File: src/rtl/hm_upscale_writer.sv
module hm_upscale_writer #(
  parameter int MAP_W    = 65,
  parameter int MAP_H    = 65,
  parameter int PIX_W    = 8,
  parameter int SCREEN_W = 640,
  parameter int SCREEN_H = 480,
  parameter int X_OFF    = 8,
  parameter int Y_OFF    = 8,
  localparam int ADDR_W  = $clog2(MAP_W * MAP_H),
  localparam int XW      = $clog2(SCREEN_W),
  localparam int YW      = $clog2(SCREEN_H)
) (
  input  logic              clk,
  input  logic              rst_n,
  input  logic              solve_done,
  output logic [ADDR_W-1:0] map_rd_addr,
  input  logic [PIX_W-1:0]  map_rd_data,
  output logic [XW-1:0]     fb_x,
  output logic [YW-1:0]     fb_y,
  output logic [PIX_W-1:0]  fb_color,
  output logic              fb_we,
  output logic              draw_done
);
  localparam int CW = $clog2(MAP_W);
  localparam int RW = $clog2(MAP_H);

  typedef enum logic [1:0] {ST_IDLE, ST_RUN, ST_HALT} st_t;

  st_t               state;
  logic [CW-1:0]     col;
  logic [RW-1:0]     row;
  logic              sx, sy;
  logic [ADDR_W-1:0] row_base;
  logic              we_q, last_q, done_q;
  logic [XW-1:0]     x_q;
  logic [YW-1:0]     y_q;

  wire issue   = (state == ST_RUN);
  wire col_end = (col == CW'(MAP_W - 1));
  wire row_end = (row == RW'(MAP_H - 1));
  wire last_pt = row_end & sy & col_end & sx;

  // traversal counters: sub-pixel x fastest, then column, then sub-row, then row
  always_ff @(posedge clk) begin
    if (!rst_n) begin
      state    <= ST_IDLE;
      col      <= '0;
      row      <= '0;
      sx       <= 1'b0;
      sy       <= 1'b0;
      row_base <= '0;
    end else begin
      case (state)
        ST_IDLE: if (solve_done) state <= ST_RUN;
        ST_RUN: begin
          sx <= ~sx;
          if (sx) begin
            if (col_end) begin
              col <= '0;
              if (sy) begin
                sy       <= 1'b0;
                row      <= row + 1'b1;
                row_base <= row_base + ADDR_W'(MAP_W);
              end else begin
                sy <= 1'b1;
              end
            end else begin
              col <= col + 1'b1;
            end
          end
          if (last_pt) state <= ST_HALT;
        end
        default: state <= ST_HALT;
      endcase
    end
  end

  // one-cycle stage matching the map read latency
  always_ff @(posedge clk) begin
    if (!rst_n) begin
      we_q   <= 1'b0;
      last_q <= 1'b0;
      done_q <= 1'b0;
      x_q    <= '0;
      y_q    <= '0;
    end else begin
      we_q   <= issue;
      last_q <= issue & last_pt;
      done_q <= done_q | last_q;
      x_q    <= XW'(X_OFF) + XW'({col, sx});
      y_q    <= YW'(Y_OFF) + YW'({row, sy});
    end
  end

  assign map_rd_addr = row_base + ADDR_W'(col);
  assign fb_we       = we_q;
  assign fb_x        = x_q;
  assign fb_y        = y_q;
  assign fb_color    = map_rd_data;
  assign draw_done   = done_q;
endmodule

File: config.mk
export PLATFORM = sky130hd
export DESIGN_NAME = hm_upscale_writer
export DESIGN_NICKNAME = d
export VERILOG_FILES = /design/src/rtl/hm_upscale_writer.sv
export SDC_FILE = /design/constraint.sdc
export NUM_CORES = 1
export LEC_CHECK = 0
export ABC_AREA = 0
export BUFFER_PORTS_ARGS = -buffer_cell sky130_fd_sc_hd__buf_2
export CAP_MARGIN = 25
export CELL_PAD_IN_SITES_DETAIL_PLACEMENT = 0
export CELL_PAD_IN_SITES_GLOBAL_PLACEMENT = 1
export CORE_UTILIZATION = 44
export DETAILED_ROUTE_END_ITERATION = 16
export HOLD_SLACK_MARGIN = 0.1
export PLACE_DENSITY = 0.95
export SLEW_MARGIN = 0
export SYNTH_ARGS = -nofsm -noshare
export SYNTH_HDL_FRONTEND = slang
export SYNTH_SLANG_ARGS = --single-unit
File: constraint.sdc
create_clock -name clk -period 5.3 [get_ports clk]
set_input_delay 1.06 -clock clk [delete_from_list [all_inputs] [get_ports clk]]
set_output_delay 1.06 -clock clk [all_outputs]
set_load 0.02 [all_outputs]
# Word-level counts from Yosys, hierarchy flattened
# Index checks and enable logic that the tools add are counted.
# word_totals
reg_bits	53
latch_bits	0
mem_bits_rw	0
rom_bits	0
in_bits	11
output_inout_bits	42
elab_cells	38
memories	0
# op_classes
addsub	6
mul	0
div	0
order_cmp	0
n_eq_ne	5
n_shift	0
mux	5
bitwise_logic	6
n_reduce_logical	5
# ops
operator	count
$add 4x8->9 const A	2
$add 7x1->7 const B	2
$eq 7x7->1 const B	2
$add 13x7->13	1
$add 13x7->13 const B	1
$mux 7	1
$and 1x1->1	4
$mux 2	2
$pmux 2 s2	1
$reduce_and 2->1	2
$reduce_and 4->1	1
$reduce_and 3->1	1
$eq 2x1->1 const B	1
$logic_not 2->1	1
$ne 2x1->1 const B	1
$ne 2x2->1 const B	1
$mux 1	1
$not 1->1	1
$or 1x1->1	1

# Logic depth before layout (Yosys ltp)
# depth
depth_word	6
mapped_depth	7
ltp_nobuf	6

# Worst setup path after synthesis
# OpenSTA, ideal clock, no wires.
# synth_timing
path_type	reg-to-output
from	reg col[0]
to	out map_rd_addr[12]
arrival_time_ns	1.819
required_time_ns	4.240
slack_ns	2.421
stages_incl_launch_ff	7
n_path_buf	0
cell_sequence	dfxtp_1 ha_1 fa_1 a211oi_1 o211ai_1 o2111ai_1 xnor2_1
# synth_between
elab_chain_len	1
# synth_rtl
element	line_no	text
start, declared	30	logic [CW-1:0] col;
start signal, assigned	68	col <= col + 1'b1;
$add 13x7->13	95	assign map_rd_addr = row_base + ADDR_W'(col);
end, declared	16	output logic [ADDR_W-1:0] map_rd_addr,
# No other way between the ends.

# Final worst setup path
# Same ends and word-level chain as after synthesis.

==> out/metrics.yaml <==
run_status:
  status: "completed"
drt:
  drt_wl_total_um: 5193
  wire_per_inst_um: 13.45
  routed_via_density: 5.324
  firstDrtPassIters: 4
  drt_iter0_drc: 87
  drc_errors: 0
  antenna_left: 0
  vias: 2055
power_and_ir_drop:
  power.internal_uw: 518.5
  p_per_area_nw_per_um2: 232.9
  switching_share_pct: 21.63
  p_comb_share_pct: 3.8
  leakagePower_nw: 1.179
  power_switching_uw: 143.1
  peakVddDrop_v: 0.00009492
  seq_power_share_pct: 60.1
  power_frac_clock_pct: 36.1
placed_design:
  place_ws_ns: 2.228
  place_inst: 379
  routabilityCongestion: 0.7825
  hpwl_um: 3686
  numPortBuffers: 35
layout:
  layout-drive-gt1-share_pct: 14.65
  nets: 342
  final_common_cell: "dfxtp_1"
  mostFrequentLayoutCells: "dfxtp_1 (52), nor2_1 (41), buf_2 (35)"
  antenna_cells: 0
  instances_no_fill: 386
  syn2layout_area_growth_pct: 8.921
  fin_util_pct: 50.67
global_route:
  grt_usage_pct: 17.60
  use_met1_pct: 23.36
  use_met2_pct: 28.36
  use_met3_pct: 3.563
  antenna_found_initial: 0
  grt_first_pass_wirelength_um: 8659
  first_global_vias: 1840
  grt_max_degree: 36
  busiest_layer: "met2"
  overflow: 0
floorplanning:
  initial_core_util_pct: 46.52
  dieArea_sq_um: 6241
  ios: 53
  die_h_um: 79
  core-area_sq_um: 5608
  die_w_um: 79
  row_count: 27
setup_path:
  timing.rr.start: "col[2]$_SDFFE_PN0P_"
  cp_slowest_cell: "fa_1"
  cp_max_fo: 5
  crit_chain: "ha_1 > fa_1 > a211oi_1 > o211ai_1 > o2111ai_1 > xnor2_1 > buf_2"
  cp.required_ns: 4.24
  regToRegSetupSlack_ns: 2.83
  rr_worst_depth: 6
  cp-end-kind: "primary output"
  endpoint: "map_rd_addr[12]"
  slowest_delay_ns: 0.43
  arrival_ns: 2.35
  cp_top_family: "adder cells"
  cp-start-kind: "register"
  worstReg2RegEnd: "row_base[11]$_SDFFE_PN0P_"
  worstSetupPathType: "reg2out"
  startpoint: "col[0]$_SDFFE_PN0P_"
  critPathBufInv: 1
  worstSetupPathDepth: 7
logic_synthesis:
  syn_area_sq_um: 2609
  muxShareOfSynthArea_pct: 1.535
  synth_top_family_by_area: "simple AND/OR/NAND/NOR gates"
  synth_xor_area_share_pct: 11.08
  synthAdderAreaFrac_pct: 8.441
  synth_edf_count: 0
  syn_avg_cell_area_sq_um: 8.904
  yosys.area_share.simple_pct: 22.64
  async_reset_ff_share_pct: 0
  ys.flop_type: "dfxtp_1"
  synthTopCellsByArea: "dfxtp_1 (40%), ha_1 (7.7%), xnor2_1 (7.4%), nor2_1 (5.9%), xor2_1 (3.7%)"
  ys_warn_count: 0
  ys_seq_area_share_pct: 39.90
  yosys.area.top_type: "dfxtp_1"
  syn_nets: 321
  yosysTopAreaCellShare_pct: 39.90
  netlist_instances: 293
  synth_compound_area_share_pct: 9.592
  synth-seq-cells: 52
  ys_types: 45
timing:
  setup_viol_count_final: 0
  setup_ws_ns: 1.892
  hold_violations: 0
  max_freq_mhz: 293.4
  period_share_pct: 64.30
  setup_tns_ns: 0
  worst_pin_slew_ns: 0.9687
  slew_violations: 0
  fin_skew_ns: 0.005485
  min_period_ns: 3.408
  hold_ws_ns: 0.4755
  grt_setup_unrepaired: "no"
  relSlewSlack_pct: 35.02
cts:
  cts_resized: 0
  clk-insertion-delay-late_ns: 0.30
  clk_pin_slew_ns: 0.09
  cts_tree: "done"
  root_buffer: "clkbuf_8"
  clkSinkCount: 52
  htree_num_levels: 2
  postCtsHoldBufs: 0
  cts_setup_buffers: 0
  cts.path.max_buffers: 2
  cts-buffers-inserted: 5
hold_path:
  hp-class: "reg2reg"
run:
  maxCapViolCount: 0
## layout make-up
class	count	area [sq um]
tap	72	90.09
clock buffer	7	96.34
multi-input combinational	208	1394
inverter	12	45.04
fill	541	2766
sequential	52	1041
timing repair buffer	35	175.2
## state kept, by name (all words and copies together) (netlist names)
register / cells
row_base: 13
fb_x: 9
fb_y: 9
col: 7
row: 7
state: 2
draw_done: 1
fb_we: 1
last_q: 1
sx: 1
sy: 1
## routing by layer
| metal | routed length [um] | part of all wire (%) |
|---|---|---|
| met5 | 0 | 0 |
| met4 | 74 | 1.4 |
| met3 | 203 | 3.9 |
| met2 | 2467 | 48 |
| met1 | 2447 | 47 |
## cells in the mapped netlist (3+ instances only)
cell type and n:
inv_1 10, xor2_1 11, buf_4 9, o31ai_1 4
ha_1 16, or3_1 3, o211ai_1 6, dfxtp_1 52
nand2b_1 3, mux2i_1 4, xnor2_1 22, clkbuf_1 9
nand2_1 19, or4_1 4, nor3_1 3, and2_1 4
o21ai_0 3, nand3_1 13, a21oi_1 15, nor2_1 41
nand4_1 10, nor4_1 3
## worst reg2reg max path, delay by kind of cell, from the launching register on
family / cells / cell delay (ns)
DFF: 1 / 0.39
AOI/OAI and AO/OA: 1 / 0.14
and+or+nand+nor: 3 / 1.54
adders and majority gates: 1 / 0.18
buffers and inverters: 1 / 0.13
## worst min-delay path by stage
| stage | from | end | depth (start not counted) |
|---|---|---|---|
| 3_5_place_dp | last_q$_SDFF_PN0_ | draw_done$_SDFF_PN0_ | 2 |
| 6_report | last_q$_SDFF_PN0_ | draw_done$_SDFF_PN0_ | 2 |
| 4_1_cts | last_q$_SDFF_PN0_ | draw_done$_SDFF_PN0_ | 2 |
| 3_3_place_gp | last_q$_SDFF_PN0_ | draw_done$_SDFF_PN0_ | 2 |
| 5_1_grt | row_base[12]$_SDFFE_PN0P_ | row_base[12]$_SDFFE_PN0P_ | 2 |
| 2_1_floorplan | last_q$_SDFF_PN0_ | draw_done$_SDFF_PN0_ | 2 |
## cells by family after synthesis
logic type               after synthesis
AO/OA/AOI/OAI                         38
XOR/XNOR                              33
adder cells (fa/ha/maj)               17
buffers and inverters                 33
flip-flops                            52
multiplexers                           4
other                                  1
AND/OR/NAND/NOR                      115
## power by group through the flow
stage / Sequential (mW) / Combinational, mW / Clock (mW)
global route: 0.399 / 0.0274 / 0.261
floorplan: 0.409 / 0.0266 / 0
CTS: 0.398 / 0.0253 / 0.247
global placement: 0.407 / 0.0250 / 0
finish: 0.398 / 0.0250 / 0.239
detailed placement: 0.407 / 0.0251 / 0
## stage by stage
step	power (mW)	instance area [sq um]
3_5_place_dp	0.4323	2745
5_1_grt	0.6876	2841
4_1_cts	0.6703	2841
2_1_floorplan	0.4353	2609
6_report	0.6617	2841
3_3_place_gp	0.4320	2745
Note: power is estimated with default switching activity, not from simulation.
